<file path="src/rtl/imghdr_pkg.sv">
package imghdr_pkg;

    // Header layout constants
    localparam int unsigned LEN_POS      = 24;
    localparam int unsigned NCOMP_POS    = 55;
    localparam int unsigned NCOMP_W      = 16;
    localparam int unsigned NCOMP_BYTES  = NCOMP_W / 8;
    localparam int unsigned MIN_HLEN     = LEN_POS + 2;
    localparam int unsigned MIN_SIZE_POS = NCOMP_POS + NCOMP_BYTES;

    // Lookup record layout
    localparam int unsigned REC_LEN      = 9;
    localparam int unsigned REC_WORD_END = 4;
    localparam int unsigned OFS_W        = 32;
    localparam logic [7:0]  ID_PAYLOAD   = 8'd8;
    localparam logic [7:0]  ID_SIZES     = 8'd5;

    // Component sizes and frame scaling
    localparam int unsigned SIZE_W       = 22;
    localparam int unsigned FRAME_SHIFT  = 4;
    localparam int unsigned SUM_W        = SIZE_W + NCOMP_W;
    localparam int unsigned BYTES_W      = SUM_W + FRAME_SHIFT;

    typedef enum logic [2:0] {
        PH_LEN,
        PH_NREC,
        PH_TABLE,
        PH_SEEK,
        PH_SIZES,
        PH_DONE,
        PH_FAIL
    } phase_e;

    typedef struct packed {
        logic             pay_seen;
        logic             size_seen;
        logic [OFS_W-1:0] pay_ofs;
        logic [OFS_W-1:0] size_ofs;
    } walk_t;

    function automatic logic finished(input phase_e ph);
        return (ph == PH_DONE) || (ph == PH_FAIL);
    endfunction

endpackage

</file>
<file path="src/rtl/imghdr_table_walker.sv">
module imghdr_table_walker
    import imghdr_pkg::*;
(
    input  logic       clk,
    input  logic       rst,
    input  logic       load,
    input  logic [7:0] nrec,
    input  logic       step,
    input  logic [7:0] din,
    output walk_t      walk_nx,
    output logic       both_hit,
    output logic       exhausted
);

    localparam int unsigned POS_W = $clog2(REC_LEN);

    logic [POS_W-1:0] pos_q;
    logic [7:0]       left_q;
    logic [7:0]       id_q;
    logic [23:0]      lo_q;
    walk_t            st_q;
    logic [OFS_W-1:0] word;
    logic             at_word;

    always_comb begin
        word    = {din, lo_q};
        at_word = step && (pos_q == POS_W'(REC_WORD_END));
        walk_nx = st_q;
        if (at_word && id_q == ID_PAYLOAD) begin
            walk_nx.pay_seen = 1'b1;
            walk_nx.pay_ofs  = word;
        end
        if (at_word && id_q == ID_SIZES) begin
            walk_nx.size_seen = 1'b1;
            walk_nx.size_ofs  = word;
        end
        both_hit  = at_word && walk_nx.pay_seen && walk_nx.size_seen;
        exhausted = step && (pos_q == POS_W'(REC_LEN - 1)) && (left_q == 8'd1)
                    && !(st_q.pay_seen && st_q.size_seen);
    end

    always_ff @(posedge clk) begin
        if (rst) begin
            pos_q  <= '0;
            left_q <= '0;
            id_q   <= '0;
            lo_q   <= '0;
            st_q   <= '0;
        end else if (load) begin
            pos_q  <= '0;
            left_q <= nrec;
            st_q   <= '0;
        end else if (step) begin
            st_q <= walk_nx;
            if (pos_q == '0) begin
                id_q <= din;
            end else if (pos_q < POS_W'(REC_WORD_END)) begin
                lo_q <= {din, lo_q[23:8]};
            end
            if (pos_q == POS_W'(REC_LEN - 1)) begin
                pos_q  <= '0;
                left_q <= left_q - 8'd1;
            end else begin
                pos_q <= pos_q + POS_W'(1);
            end
        end
    end

endmodule

</file>
<file path="src/rtl/imghdr_size_summer.sv">
module imghdr_size_summer
    import imghdr_pkg::*;
(
    input  logic               clk,
    input  logic               rst,
    input  logic               step,
    input  logic [7:0]         din,
    input  logic [NCOMP_W-1:0] ncomp,
    output logic [SUM_W-1:0]   sum,
    output logic               last_field
);

    // At most SIZE_W-1 bits wait in the buffer, so one byte completes at most one field.
    localparam int unsigned BUF_W  = SIZE_W + 7;
    localparam int unsigned FILL_W = $clog2(BUF_W + 1);

    logic [BUF_W-1:0]   bits_q;
    logic [BUF_W-1:0]   joined;
    logic [FILL_W-1:0]  fill_q;
    logic [FILL_W:0]    tot;
    logic               have;
    logic [NCOMP_W-1:0] got_q;
    logic [SUM_W-1:0]   sum_q;

    always_comb begin
        joined     = bits_q | (BUF_W'(din) << fill_q);
        tot        = {1'b0, fill_q} + (FILL_W + 1)'(8);
        have       = tot >= (FILL_W + 1)'(SIZE_W);
        last_field = step && have
                     && (({1'b0, got_q} + (NCOMP_W + 1)'(1)) == {1'b0, ncomp});
    end

    always_ff @(posedge clk) begin
        if (rst) begin
            bits_q <= '0;
            fill_q <= '0;
            got_q  <= '0;
            sum_q  <= '0;
        end else if (step) begin
            if (have) begin
                sum_q  <= sum_q + SUM_W'(joined[SIZE_W-1:0]);
                bits_q <= joined >> SIZE_W;
                fill_q <= FILL_W'(tot - (FILL_W + 1)'(SIZE_W));
                got_q  <= got_q + NCOMP_W'(1);
            end else begin
                bits_q <= joined;
                fill_q <= FILL_W'(tot);
            end
        end
    end

    assign sum = sum_q;

endmodule

</file>
<file path="src/rtl/imghdr_parser.sv">
module imghdr_parser
    import imghdr_pkg::*;
#(
    parameter int unsigned IDX_W = 32
) (
    input  logic               clk,
    input  logic               rst,
    input  logic               in_valid,
    input  logic [7:0]         in_data,
    input  logic               in_last,
    output logic               in_ready,
    output logic               done,
    output logic               fmt_err,
    output logic [OFS_W-1:0]   pay_start,
    output logic [BYTES_W-1:0] pay_bytes
);

    phase_e             phase_q, ph_nx;
    logic [IDX_W-1:0]   idx_q;
    logic [7:0]         hlen_q;
    logic [NCOMP_W-1:0] ncomp_q;
    logic [OFS_W-1:0]   pay_start_q;
    logic [OFS_W-1:0]   size_pos_q;
    logic               accept;
    logic               walk_load, walk_step, sum_step;
    walk_t              walk_nx;
    logic               both_hit, exhausted, last_field, size_bad;
    logic [SUM_W-1:0]   sum;

    assign in_ready = !finished(phase_q);
    assign accept   = in_valid && in_ready;

    imghdr_table_walker u_walk (
        .clk       (clk),
        .rst       (rst),
        .load      (walk_load),
        .nrec      (in_data),
        .step      (walk_step),
        .din       (in_data),
        .walk_nx   (walk_nx),
        .both_hit  (both_hit),
        .exhausted (exhausted)
    );

    imghdr_size_summer u_sum (
        .clk        (clk),
        .rst        (rst),
        .step       (sum_step),
        .din        (in_data),
        .ncomp      (ncomp_q),
        .sum        (sum),
        .last_field (last_field)
    );

    // The size array must start after the count bytes and after the byte that ends the walk.
    assign size_bad = (walk_nx.size_ofs < OFS_W'(MIN_SIZE_POS))
                      || (64'(walk_nx.size_ofs) <= 64'(idx_q));

    always_comb begin
        ph_nx     = phase_q;
        walk_load = 1'b0;
        walk_step = 1'b0;
        sum_step  = 1'b0;
        if (accept) begin
            case (phase_q)
                PH_LEN: begin
                    if (idx_q == IDX_W'(LEN_POS)) begin
                        ph_nx = (in_data < 8'(MIN_HLEN)) ? PH_FAIL : PH_NREC;
                    end
                end
                PH_NREC: begin
                    if (idx_q == IDX_W'(hlen_q) - IDX_W'(1)) begin
                        if (in_data == 8'd0) begin
                            ph_nx = PH_FAIL;
                        end else begin
                            walk_load = 1'b1;
                            ph_nx     = PH_TABLE;
                        end
                    end
                end
                PH_TABLE: begin
                    walk_step = 1'b1;
                    if (both_hit) begin
                        ph_nx = size_bad ? PH_FAIL : PH_SEEK;
                    end else if (exhausted) begin
                        ph_nx = PH_FAIL;
                    end
                end
                PH_SEEK: begin
                    if (64'(idx_q) == 64'(size_pos_q)) begin
                        if (ncomp_q == '0) begin
                            ph_nx = PH_DONE;
                        end else begin
                            sum_step = 1'b1;
                            ph_nx    = last_field ? PH_DONE : PH_SIZES;
                        end
                    end
                end
                PH_SIZES: begin
                    sum_step = 1'b1;
                    if (last_field) begin
                        ph_nx = PH_DONE;
                    end
                end
                default: ;
            endcase
            if (in_last && ph_nx != PH_DONE) begin
                ph_nx = PH_FAIL;
            end
        end
    end

    always_ff @(posedge clk) begin
        if (rst) begin
            phase_q     <= PH_LEN;
            idx_q       <= '0;
            hlen_q      <= '0;
            ncomp_q     <= '0;
            pay_start_q <= '0;
            size_pos_q  <= '0;
        end else begin
            phase_q <= ph_nx;
            if (accept) begin
                idx_q <= idx_q + IDX_W'(1);
                for (int b = 0; b < int'(NCOMP_BYTES); b++) begin
                    if (idx_q == IDX_W'(NCOMP_POS + b)) begin
                        ncomp_q[8*b +: 8] <= in_data;
                    end
                end
                if (phase_q == PH_LEN && idx_q == IDX_W'(LEN_POS)) begin
                    hlen_q <= in_data;
                end
                if (phase_q == PH_TABLE && both_hit) begin
                    pay_start_q <= walk_nx.pay_ofs;
                    size_pos_q  <= walk_nx.size_ofs;
                end
            end
        end
    end

    assign done      = (phase_q == PH_DONE);
    assign fmt_err   = (phase_q == PH_FAIL);
    assign pay_start = pay_start_q;
    assign pay_bytes = {sum, FRAME_SHIFT'(0)};

endmodule

</file>
<file path="config.mk">
export PLATFORM = sky130hd
export DESIGN_NAME = imghdr_parser
export DESIGN_NICKNAME = d
export VERILOG_FILES = /design/src/rtl/imghdr_pkg.sv /design/src/rtl/imghdr_table_walker.sv /design/src/rtl/imghdr_size_summer.sv /design/src/rtl/imghdr_parser.sv
export SDC_FILE = /design/constraint.sdc
export NUM_CORES = 1
export LEC_CHECK = 0
export ABC_AREA = 1
export BUFFER_PORTS_ARGS = -buffer_cell sky130_fd_sc_hd__clkbuf_2
export CAP_MARGIN = 5
export CELL_PAD_IN_SITES_DETAIL_PLACEMENT = 0
export CELL_PAD_IN_SITES_GLOBAL_PLACEMENT = 1
export CORE_MARGIN = 2
export CORE_UTILIZATION = 45
export CTS_CLUSTER_DIAMETER = 100
export DETAILED_ROUTE_END_ITERATION = 10
export PLACE_DENSITY = 0.83
export SYNTH_ARGS = -nofsm -noshare
export SYNTH_HDL_FRONTEND = slang
export SYNTH_SLANG_ARGS = --single-unit
</file>
<file path="constraint.sdc">
create_clock -name clk -period 4.41 [get_ports clk]
set_clock_uncertainty 0.1 [all_clocks]
set_input_delay 0.441 -clock clk [delete_from_list [all_inputs] [get_ports clk]]
set_output_delay 0.441 -clock clk [all_outputs]
set_load 0.005 [all_outputs]
</file>
# Yosys cells after proc, flatten, opt, wreduce, memory -nomap -nowiden
# Index checks and enable logic that the tools add are counted.
totals:
  input_bits: 12
  out_inout_bits: 77
  register_bits: 321
op_classes:
  n_lt_le_gt_ge: 5
  mux: 34
  n_bitwise: 3
  n_reduce_logical: 34
  n_addsub: 9
  eq_ne: 18
  n_shift: 1
ops:
  columns: ["operator", "count"]
  rows:
  - ["$eq A32 B32 Y1", 2]
  - ["$eq A32 B6 Y1 const B", 2]
  - ["$mux W32", 2]
  - ["$add A38 B22 Y38", 1]
  - ["$mux W3", 11]
  - ["$add A32 B1 Y32 const B", 1]
  - ["$eq A32 B5 Y1 const B", 1]
  - ["$le A32 B32 Y1", 1]
  - ["$lt A32 B6 Y1 const B", 1]
  - ["$mux W29", 1]
  - ["$or A29 B29 Y29", 1]
  - ["$shl A8 B5 Y29", 1]
  - ["$mux W8", 3]
  - ["$add A16 B1 Y17 const B", 1]
  - ["$eq A17 B16 Y1", 1]
  - ["$add A16 B1 Y16 const B", 1]
  - ["$logic_not A16 Y1", 1]
  - ["$logic_and A1 B1 Y1", 15]
  - ["$pmux W3 S5", 1]
  - ["$mux W1", 13]
  - ["$reduce_and A2 Y1", 6]
  - ["$eq A3 B3 Y1 const B", 3]
  - ["$sub A8 B1 Y9 const B", 1]
  - ["$eq A8 B1 Y1 const B", 1]
  - ["other kinds (27)", 32]

# Longest topological paths before layout
logic_depth:
  ltp_word: 17
  mapped_depth: 27
  mapped_depth_nobuf: 25

# By module
# Synthesis repeated with hierarchy kept, for this count alone.
unflattened:
  hier_cells: 2757
  area_unflattened_um2: 18088.6
by_module_without_submodules:
  columns: ["module", "area_per_inst_um2", "seq_area_each_um2", "instances", "cells_each"]
  rows:
  - ["imghdr_parser", 6889.1, 2462.4, 1, 1019]
  - ["imghdr_size_summer", 6153.4, 1741.7, 1, 972]
  - ["imghdr_table_walker", 5046.1, 2202.1, 1, 766]

# Worst setup path before layout
# OpenSTA, ideal clock, no wires.
synth_path:
  path_type: "reg-to-reg"
  startpoint: "register u_sum.fill_q[1]"
  endpoint: "register u_sum.sum_q[32] (netlist: u_sum.sum[32])"
  setup_time_ns: 0.119
  t_arrival_ns: 3.331
  stages_incl_launch_ff: 21
  setup_slack_ns: 0.860
  period_less_slack_ns: 3.550
  path_cell_list: "dfxtp_1 > clkbuf_1 > clkbuf_1 > nand2_1 > o21ai_0 > nor2_1 > a31oi_1 > o22ai_1 > or2_2 > ha_1 > nand2_1 > nor2_1 > nand2_1 > o21ai_0 > a21oi_1 > o21ai_0 > nand4_1 > a21oi_2 > nand3_1 > o21ai_0 > a21oi_1"
synth_between:
  elab_chain_cells: 3
  word_cells_on_any_way: 6
  cone_classes: "add/sub: 2; order compare: 1; shift: 1; bitwise: 1; reduce/logical: 1"
synth_lines:
  columns: ["element", "line_no", "text"]
  rows:
  - ["start, declared", "imghdr_size_summer.sv:19", "logic [FILL_W-1:0] fill_q;"]
  - ["start signal, assigned", "imghdr_size_summer.sv:43", "fill_q <= FILL_W'(tot - (FILL_W + 1)'(SIZE_W));"]
  - ["start signal, assigned", "imghdr_size_summer.sv:47", "fill_q <= FILL_W'(tot);"]
  - ["$shl A8 B5 Y29 or $add A5 B4 Y6 (tied branches)", "imghdr_size_summer.sv:26, imghdr_size_summer.sv:27", null]
  - ["$or A29 B29 Y29 or $ge A6 B5 Y1 (tied branches)", "imghdr_size_summer.sv:26, imghdr_size_summer.sv:28", null]
  - ["$add A38 B22 Y38 or $reduce_and A2 Y1 (tied branches)", null, null]
  - ["end signal, assigned", "imghdr_size_summer.sv:41", "sum_q <= sum_q + SUM_W'(joined[SIZE_W-1:0]);"]
  - ["end, declared", "imghdr_size_summer.sv:23", "logic [SUM_W-1:0] sum_q;"]
# Parallel ways exist; a longest one is shown, timed or not.
# A chain may end at the register's enable or synchronous reset.

==> impl_metrics.tcl <==
set metrics [dict create \
    async_reset_ff_share_pct 0 \
    clock.fmax_mhz 252 \
    met1_usage_pct 31.3 \
    crit_type "reg -> reg" \
    final_nets 2538 \
    placed_cells 2882 \
    start_util_pct 45.6 \
    slew_violations 0 \
    hold_class "in -> reg" \
    total_power_uw 6840 \
    yosysSeqAreaShare_pct 38.5 \
    io_buffers 84 \
    synth_edf_count 0 \
    drive_gt1_share_pct 10.4 \
    die_h_um 196 \
    slowest_delay_ns 0.40 \
    grt_pass1_vias 14594 \
    period_minus_slack_ns 3.96 \
    vias_per_cell 5.26 \
    vdd_drop_max_v 0.000301 \
    crit_top_cell "nand2_1" \
    design.core.area_sq_um 36500 \
    clk_pin_slew_ns 0.06 \
    syn_area_sq_um 16600 \
    hold_viol 0 \
    n_fill_cell 3632 \
    fp-row-count 70 \
    pwr_density_cell_nw_per_um2 361 \
    grt_pass1_wl_um 76300 \
    antenna_found_initial 0 \
    routed_wl_um 47500 \
    initialDrtViolationCount 1009 \
    synth_cells 2392 \
    rsz0062_at_grt "false" \
    synth_warnings 0 \
    post-route-period-util_pct 89.8 \
    final_cell_mix "nand2_1 (456), dfxtp_1 (318), inv_1 (283)" \
    clockBufferDepth 3 \
    syn_avg_cell_area_sq_um 6.96 \
    required_ns 4.72 \
    arrival_ns 4.27 \
    drv_cap 0 \
    syn_to_final_growth_pct 14.0 \
    h-tree-depth 2 \
    critPathCaptureType "flip-flop" \
    clock-sinks 320 \
    drc 0 \
    cts_made_buffers 38 \
    dieArea_sq_um 38500 \
    die_w_um 196 \
    layoutNonFillerInstCount 2955 \
    drtAntennaViolNets 0 \
    grt_max_degree 105 \
    ys_seq_elements 320 \
    cp_num_buf_inv 3 \
    holdBufCountCts 0 \
    dpl.hpwl_um 34600 \
    finalSetupViolations 0 \
    p_leak_uw 0.00787 \
    io_pins 89 \
    gp_congestion 0.883 \
    yosysUniqueCellTypes 49 \
    cp_slowest_cell "nor4_2" \
    drt_first_pass_iters 5 \
    grt_usage_pct 24.6 \
    path_cells "inv_1 > ha_1 > inv_2 > nor2_2 > nand2_1 > nor2_2 > nand2_2 > buf_4 > nand2_1 > o21ai_0 > ha_1 > nand2_1 > nor4_2 > nand2_1 > nand2_1 > nand2_1 > a21oi_1 > nand2_1 > nand2_1 > a21oi_2 > o211ai_1 > a21oi_1" \
    outcome "finished clean" \
    vias 15551 \
    use_met3_pct 3.71 \
    wl_per_cell_um 16.1 \
    grt_util_met2_pct 43.0 \
    root_buffer "clkbuf_16" \
    top_usage_layer "met2" \
    slew_headroom_pct 36.3 \
    startpoint_type "flip-flop" \
    cp_max_fo 16 \
    clock_latency_ns 0.57 \
    cts_tree "yes" \
    grt_overflow 0 \
    tns_ns 0 \
    synth_ff_type "dfxtp_1" \
    diodes 0 \
    layout_commonest_cell "nand2_1" \
    critPathTopFamily "simple AND/OR/NAND/NOR gates" \
    worstMarginPinSlew_ns 0.951 \
]
-- final timing paths --
check / from / endpoint / slack [ns] / depth (start not counted)
setup reg to reg: u_walk.pos_q[0]$_SDFFE_PP0P_ / phase_q[0]$_SDFFE_PP0P_ / 0.45 / 22
hold reg to reg: u_sum.bits_q[16]$_SDFFE_PP0P_ / u_sum.bits_q[16]$_SDFFE_PP0P_ / 0.34 / 2
setup / recovery: u_walk.pos_q[0]$_SDFFE_PP0P_ / phase_q[0]$_SDFFE_PP0P_ / 0.45 / 22
hold / removal: in_last / phase_q[1]$_SDFFE_PP0P_ / 0.04 / 3
-- cell families after synthesis --
group,Yosys count,share of synthesized area [%]
simple gates,951,24.6
compound gates,595,19.3
buf+inv,405,9.60
flops,320,38.5
fa+ha+maj,67,5.08
xor+xnor,53,2.87
other cells,1,0.0225
-- power breakdown --
part	switching (uW)	internal (uW)	total, uW
clock	1300	2210	3510
sequential	28.7	2920	2950
combinational	266	115	381
total	1600	5240	6840
-- synth_stat cells (8+ instances only) --
cell type    n  area share (%)
nor4_1      11            0.41
buf_4        9            0.41
xor2_1      27             1.4
a311oi_1    13            0.68
ha_1        66             5.0
nor3_1      41             1.2
inv_2       15            0.34
nand2_1    457              10
a211oi_1    37             1.7
a21oi_1    262             7.9
nand4_1     36             1.4
nor2_1     244             5.5
nand3_1    111             3.3
o21ai_1     11            0.33
xnor2_1     25             1.3
clkbuf_1    65             1.5
inv_1      284             6.4
nor2_2       8            0.30
o211ai_1     9            0.41
buf_2       16            0.48
o21ai_0    234             7.0
dfxtp_1    320              38
or2_2       15            0.56
-- state kept, by name, summed over array words and instances (netlist names), 8 cells and up --
signal,count
u_walk.id_q,8
u_walk.lo_q,24
size_pos_q,32
u_walk.left_q,8
ncomp_q,16
idx_q,32
u_sum.got_q,16
u_sum.bits_q,29
pay_start,32
hlen_q,8
u_walk.st_q,66
u_sum.sum,38
-- metrics by stage --
step                utilization [%]  setup WS, ns  instance area [sq um]  hold slack (ns)
floorplan                         -         0.860                  16700            0.321
global placement               48.0         0.406                  17500            0.329
detailed placement             48.0         0.303                  17500            0.335
CTS                            51.8         0.283                  18900           0.0225
global route                   51.9        0.0610                  19000           0.0423
finish                         51.9         0.449                  19000           0.0381
-- cell type report --
type                    count  area (sq um)  area share, %
clock buffers              51          1090           5.74
inverters                 304          1150           6.07
clock inverters            17           310           1.64
multi-input cells        1670          8670           45.7
flip-flops and latches    320          6410           33.8
repair buffers            125           753           3.97
well taps                 468           586           3.09
-- per-layer routing --
metal / vias up / wire (um) / share of wire (%)
li1: 8029 / - / -
met1: 7143 / 21500 / 45
met2: 301 / 22900 / 48
met3: 78 / 1970 / 4.1
met4: 0 / 1210 / 2.5
met5: - / 0 / 0
-- worst reg2reg max path: cells and delay by family (launching register included) --
kind                     cells  cell delay, ns
flip-flops                   1            0.33
AO/OA/AOI/OAI                5            0.82
buffers and inverters        3            0.39
adder cells (fa/ha/maj)      2            0.62
AND/OR/NAND/NOR             12            1.56
-- timing repair --
item                                    CTS  global route
endpoints found under the hold margin     0             0
buffers inserted                          0             5
endpoints found under the setup margin    0            13
gates resized for setup                   0             5
Power figures use the tool's default switching activity.
